<file path="src/rtl/dma_detached_pkg.sv">
package dma_detached_pkg;
   typedef enum logic [2:0] {
      XS_IDLE,
      XS_REQ,
      XS_RD,
      XS_WR,
      XS_REL
   } xs_t;

   localparam logic [1:0] OFS_DEV = 2'd0;
   localparam logic [1:0] OFS_MEM = 2'd1;
   localparam logic [1:0] OFS_CNT = 2'd2;
   localparam logic [1:0] OFS_CTL = 2'd3;

   localparam int B_DIR  = 0;
   localparam int B_GO   = 1;
   localparam int S_BUSY = 0;
   localparam int S_DONE = 1;
   localparam int S_DIR  = 2;
endpackage

</file>
<file path="src/rtl/dma_cfg_regs.sv">
module dma_cfg_regs
   import dma_detached_pkg::*;
#(
   parameter int AW = 16,
   parameter int DW = 16,
   parameter int CW = 8
) (
   input  logic          clk,
   input  logic          rst_n,
   input  logic          wr_en,
   input  logic [1:0]    wr_ofs,
   input  logic [DW-1:0] wr_data,
   input  logic          busy,
   input  logic          step,
   output logic [AW-1:0] dev_addr,
   output logic [AW-1:0] mem_addr,
   output logic [CW-1:0] count,
   output logic          dir,
   output logic          go
);
   logic accept;

   // setup is frozen while a job runs
   assign accept = wr_en && !busy;
   assign go     = accept && (wr_ofs == OFS_CTL) && wr_data[B_GO];

   always_ff @(posedge clk) begin
      if (!rst_n) begin
         dev_addr <= '0;
         mem_addr <= '0;
         count    <= '0;
         dir      <= 1'b0;
      end else if (accept) begin
         case (wr_ofs)
            OFS_DEV: dev_addr <= wr_data[AW-1:0];
            OFS_MEM: mem_addr <= wr_data[AW-1:0];
            OFS_CNT: count    <= wr_data[CW-1:0];
            default: dir      <= wr_data[B_DIR];
         endcase
      end else if (step) begin
         mem_addr <= mem_addr + AW'(1);
         count    <= count - CW'(1);
      end
   end
endmodule

</file>
<file path="src/rtl/dma_word_seq.sv">
module dma_word_seq
   import dma_detached_pkg::*;
(
   input  logic clk,
   input  logic rst_n,
   input  logic go,
   input  logic cnt_zero,
   input  logic cnt_last,
   input  logic gnt,
   output xs_t  state,
   output logic busy,
   output logic step,
   output logic last_done
);
   xs_t nxt;

   always_comb begin
      nxt = state;
      case (state)
         XS_IDLE: if (go && !cnt_zero) nxt = XS_REQ;
         XS_REQ:  if (gnt) nxt = XS_RD;
         XS_RD:   nxt = XS_WR;
         XS_WR:   nxt = cnt_last ? XS_IDLE : XS_REL;
         XS_REL:  nxt = XS_REQ;
         default: nxt = XS_IDLE;
      endcase
   end

   always_ff @(posedge clk) begin
      if (!rst_n) state <= XS_IDLE;
      else        state <= nxt;
   end

   assign busy      = (state != XS_IDLE);
   assign step      = (state == XS_WR);
   assign last_done = step && cnt_last;
endmodule

</file>
<file path="src/rtl/dma_bus_drive.sv">
module dma_bus_drive
   import dma_detached_pkg::*;
#(
   parameter int AW = 16,
   parameter int DW = 16
) (
   input  logic          clk,
   input  logic          rst_n,
   input  xs_t           state,
   input  logic          dir,
   input  logic [AW-1:0] dev_addr,
   input  logic [AW-1:0] mem_addr,
   input  logic [DW-1:0] rdata,
   output logic          req,
   output logic          valid,
   output logic          we,
   output logic          io,
   output logic [AW-1:0] addr,
   output logic [DW-1:0] wdata
);
   logic [DW-1:0] hold_q;

   // read side is the peripheral for dir 0, memory for dir 1; write side is the other
   assign valid = (state == XS_RD) || (state == XS_WR);
   assign we    = (state == XS_WR);
   assign req   = (state == XS_REQ) || valid;
   assign io    = we ? dir : !dir;
   assign addr  = io ? dev_addr : mem_addr;
   assign wdata = hold_q;

   always_ff @(posedge clk) begin
      if (!rst_n)               hold_q <= '0;
      else if (state == XS_RD)  hold_q <= rdata;
   end
endmodule

</file>
<file path="src/rtl/dma_detached.sv">
module dma_detached
   import dma_detached_pkg::*;
#(
   parameter int AW        = 16,
   parameter int DW        = 16,
   parameter int CW        = 8,
   parameter bit IRQ_PULSE = 1'b0
) (
   input  logic          clk,
   input  logic          rst_n,
   input  logic          reg_we,
   input  logic          reg_re,
   input  logic [1:0]    reg_ofs,
   input  logic [DW-1:0] reg_wdata,
   output logic [DW-1:0] reg_rdata,
   output logic          bus_req,
   input  logic          bus_gnt,
   output logic          bus_valid,
   output logic          bus_we,
   output logic          bus_io,
   output logic [AW-1:0] bus_addr,
   output logic [DW-1:0] bus_wdata,
   input  logic [DW-1:0] bus_rdata,
   output logic          irq
);
   localparam int STS_W = S_DIR + 1;

   generate
      if (DW < AW)    begin : g_bad_aw  $error("DW must hold an address"); end
      if (DW < CW)    begin : g_bad_cw  $error("DW must hold a count"); end
      if (DW < STS_W) begin : g_bad_sts $error("DW too narrow for status"); end
      if (CW < 1)     begin : g_bad_cnt $error("CW must be positive"); end
   endgenerate

   logic [AW-1:0] dev_addr, mem_addr;
   logic [CW-1:0] count;
   logic          dir, go, busy, step, last_done, done;
   logic          cnt_zero, cnt_last, done_set, done_clr;
   xs_t           state;

   assign cnt_zero = (count == '0);
   assign cnt_last = (count == CW'(1));

   dma_cfg_regs #(.AW(AW), .DW(DW), .CW(CW)) u_regs (
      .clk(clk), .rst_n(rst_n), .wr_en(reg_we), .wr_ofs(reg_ofs),
      .wr_data(reg_wdata), .busy(busy), .step(step),
      .dev_addr(dev_addr), .mem_addr(mem_addr), .count(count),
      .dir(dir), .go(go)
   );

   dma_word_seq u_seq (
      .clk(clk), .rst_n(rst_n), .go(go), .cnt_zero(cnt_zero),
      .cnt_last(cnt_last), .gnt(bus_gnt), .state(state), .busy(busy),
      .step(step), .last_done(last_done)
   );

   dma_bus_drive #(.AW(AW), .DW(DW)) u_bus (
      .clk(clk), .rst_n(rst_n), .state(state), .dir(dir),
      .dev_addr(dev_addr), .mem_addr(mem_addr), .rdata(bus_rdata),
      .req(bus_req), .valid(bus_valid), .we(bus_we), .io(bus_io),
      .addr(bus_addr), .wdata(bus_wdata)
   );

   assign done_set = last_done || (go && cnt_zero);
   assign done_clr = reg_re && (reg_ofs == OFS_CTL);

   always_ff @(posedge clk) begin
      if (!rst_n)                 done <= 1'b0;
      else if (done_set)          done <= 1'b1;
      else if (go || done_clr)    done <= 1'b0;
   end

   generate
      if (IRQ_PULSE) begin : g_irq_pulse
         logic irq_q;
         always_ff @(posedge clk) begin
            if (!rst_n) irq_q <= 1'b0;
            else        irq_q <= done_set;
         end
         assign irq = irq_q;
      end else begin : g_irq_level
         assign irq = done;
      end
   endgenerate

   always_comb begin
      reg_rdata = '0;
      case (reg_ofs)
         OFS_DEV: reg_rdata = DW'(dev_addr);
         OFS_MEM: reg_rdata = DW'(mem_addr);
         OFS_CNT: reg_rdata = DW'(count);
         default: begin
            reg_rdata[S_BUSY] = busy;
            reg_rdata[S_DONE] = done;
            reg_rdata[S_DIR]  = dir;
         end
      endcase
   end
endmodule

</file>
<file path="config.mk">
export PLATFORM = sky130hd
export DESIGN_NAME = dma_detached
export DESIGN_NICKNAME = d
export VERILOG_FILES = /design/src/rtl/dma_detached_pkg.sv /design/src/rtl/dma_cfg_regs.sv /design/src/rtl/dma_word_seq.sv /design/src/rtl/dma_bus_drive.sv /design/src/rtl/dma_detached.sv
export SDC_FILE = /design/constraint.sdc
export NUM_CORES = 1
export LEC_CHECK = 0
export ABC_CLOCK_PERIOD_IN_PS = 2450
export BUFFER_PORTS_ARGS = -buffer_cell sky130_fd_sc_hd__buf_2
export CORE_ASPECT_RATIO = 1.2
export CORE_MARGIN = 1.5
export CORE_UTILIZATION = 42
export DETAILED_ROUTE_END_ITERATION = 16
export PLACE_DENSITY = 0.66
export SLEW_MARGIN = 10
export SYNTH_ARGS = -nofsm -noshare
export SYNTH_HDL_FRONTEND = slang
export SYNTH_SLANG_ARGS = --single-unit
</file>
<file path="constraint.sdc">
create_clock -name clk -period 2.45 [get_ports clk]
set_input_delay 0.3675 -clock clk [delete_from_list [all_inputs] [get_ports clk]]
set_output_delay 0.3675 -clock clk [all_outputs]
set_load 0.02 [all_outputs]
</file>
==> flow_summary.yaml <==
global_routing:
  grtUsageTotal_pct: 22.15
  grt_max_degree: 33
  grt_pass1_vias: 3279
  antenna_found_initial: 0
  grt_pass1_wl_um: 15440
  grt.overflow.total: 0
clock_tree:
  postCtsHoldBufs: 0
  worstSkewPairLatency_ps: 330
  cts_root_buf: "clkbuf_8"
  clkTransAtPathRegs_ps: 70
  htree_levels: 3
  clock_sinks: 61
  cts_max_path_buffers: 2
  cts_made_buffers: 9
  cts_tree: "done"
floorplanning:
  io-pin-count: 92
  die-area_um2: 8830
  start_util_pct: 43.09
  die_x_um: 86.03
  fp-row-count: 36
  coreArea_um2: 8063
  die_h_um: 102.6
critical_path:
  crit_chain: "nand3b_1 > xor2_1 > buf_4 > mux2_2 > buf_2"
  path_buf_inv: 2
  cp_max_fo: 17
  arrival_ps: 1920
  slowest_stage: "dfxtp_2"
  worst-setup-path-type: "reg2out"
  cp.required_ps: 2080
  cp-start-kind: "flop"
  end_kind: "primary output"
  crit_family: "buffers and inverters"
  cpPeakStageDelay_ps: 420
synth:
  synth_cells: 439
  synth-edff-count: 0
  synth_common_cells: "100 x nand2_1, 61 x dfxtp_1, 28 x a21boi_0, 27 x a21oi_1, 26 x nor2_1"
  synth.top_cell.area_share_pct: 35.15
  async_reset_ff_share_pct: 0
  synthFlopType: "dfxtp_1"
  synth_most_common_cell: "nand2_1"
  synth_area_leader_cell: "dfxtp_1"
  synth.area.top_cells: "dfxtp_1 35%, nand2_1 11%, a21boi_0 6.0%"
  seq_area_frac_synth_pct: 35.15
  ys_warn_count: 0
  synth_seq_cells: 61
  syn-num-nets: 481
  avgSynthCellArea_um2: 7.915
  yosysUniqueCellTypes: 51
  synth_area_um2: 3475
routing:
  wl_um: 9520
  wl_per_cell_um: 15.38
  vias: 3413
  drt_iter0_markers: 150
  ant_nets: 0
  dr.pass1.iters: 4
  drc: 0
  viasPerCell: 5.514
final_layout:
  nets: 561
  area_delta_synth_final_pct: 21.10
  finish.utilization_pct: 52.19
  drive_above_1_share_pct: 28.44
  diodes: 0
run_status:
  status: "finished clean"
placement:
  portBuffers: 91
  gp_congestion: 0.8396
  dp_hpwl_um: 6771
sta:
  rsz0062_at_grt: "false"
  finalCriticalPeriod_ps: 2288
  worst_pin_slew_ps: 702.0
  slew_viol_final: 0
  max_freq_mhz: 437.0
  tns_ps: 0
  skew_ps: 6.782
  timing.final.crit_share_pct: 93.40
  hold_viol_final: 0
  maxSlewHeadroom_pct: 53.20
  finalSetupViolCount: 0
run:
  maxCapViolCount: 0
power_and_ir_drop:
  max-vdd-ir-drop_mv: 0.3490
  powerDensity_nw_per_um2: 563.2
  power_uw: 2370
  p_leak_uw: 0.001813
min_path:
  hold_path_class: "in2reg"
worst min-delay path, delay by kind of cell:
| family | cells | cell delay [ps] |
|---|---|---|
| buffers and inverters | 1 | 100 |
| AOI/OAI and AO/OA | 1 | 50 |
| and+or+nand+nor | 1 | 50 |
cells by family (layout without fill, tap and decap cells):
kind of cell	count (synthesis)	count (layout)	synth area share (%)
mux	33	33	11.16
buf+inv	38	123	4.969
flops	61	61	35.15
xor+xnor	1	1	0.2521
simple gates	180	180	24.02
fa+ha+maj	3	3	1.080
compound gates	123	123	23.37
cells in the final DEF, fill, tap and decap left out, types with 5 or more instances in the layout:
cell type    n
nand2_1    100
buf_2       91
dfxtp_1     58
a21boi_0    28
a21oi_1     27
nor2_1      26
o21ai_0     22
mux2_2      16
mux2i_1     14
a21boi_1    12
buf_4       12
nand3_1     10
clkbuf_8     9
nor2b_1      7
a31oi_1      6
nand3b_1     5
power by group:
part | internal (µW) | total, µW | switching [µW]
Combinational | 141 | 348 | 207
Clock | 567 | 966 | 399
Sequential | 1020 | 1060 | 34.1
Total | 1730 | 2370 | 640
layout make-up:
cell class	count	area, µm²
fill	796	3855
multi-input combinational	340	2090
clock buffer	9	123.9
clock inverter	7	90.09
sequential	61	1225
timing repair buffer	103	545.5
tap	95	118.9
inverter	4	15.01
flip-flops by register name, indices dropped and copies added, names as in the netlist:
signal,cells
u_regs.mem_addr,16
u_bus.wdata,16
irq,1
u_regs.dir,1
u_regs.count,8
u_seq.state,3
u_regs.dev_addr,16
routing by layer:
| metal | GRT usage [%] | routed length, µm | share of wire [%] | up-vias |
|---|---|---|---|---|
| met5 | 0 | 0 | 0 | - |
| met4 | 10.67 | 213 | 2.2 | 0 |
| met3 | 4.644 | 453 | 4.8 | 15 |
| met2 | 40.04 | 4785 | 50 | 96 |
| met1 | 24.88 | 4068 | 43 | 1598 |
| li1 | - | - | - | 1704 |
repair_timing:
item,in CTS,in global routing
resized for setup,0,3
setup buffers,0,0
endpoints found under the setup margin,0,16
path summary, 6_finish.rpt:
kind,start,endpoint,slack (ps),cells past startpoint
hold reg to reg,u_bus.wdata[10]$_SDFFE_PN0P_,u_bus.wdata[10]$_SDFFE_PN0P_,460,2
setup / recovery,u_seq.state[2]$_SDFFE_PN0P_,bus_addr[5],160,5
setup reg to reg,u_seq.state[0]$_SDFFE_PN0P_,u_regs.count[7]$_SDFFE_PN0P_,490,4
hold / removal,bus_rdata[10],u_bus.wdata[10]$_SDFFE_PN0P_,280,3
per-stage QoR:
step	worst slack (ps)	instance area, µm²	hold slack [ps]	instances
after global placement	401.3	3990	441.1	603
after CTS	31.02	4204	261.6	619
after global routing	88.97	4208	270.4	619
after floorplan	227.8	3475	443.9	439
after detailed placement	390.9	3990	448.2	603
final	161.6	4208	276.2	619
No activity file was read; power rests on OpenSTA's default activity.
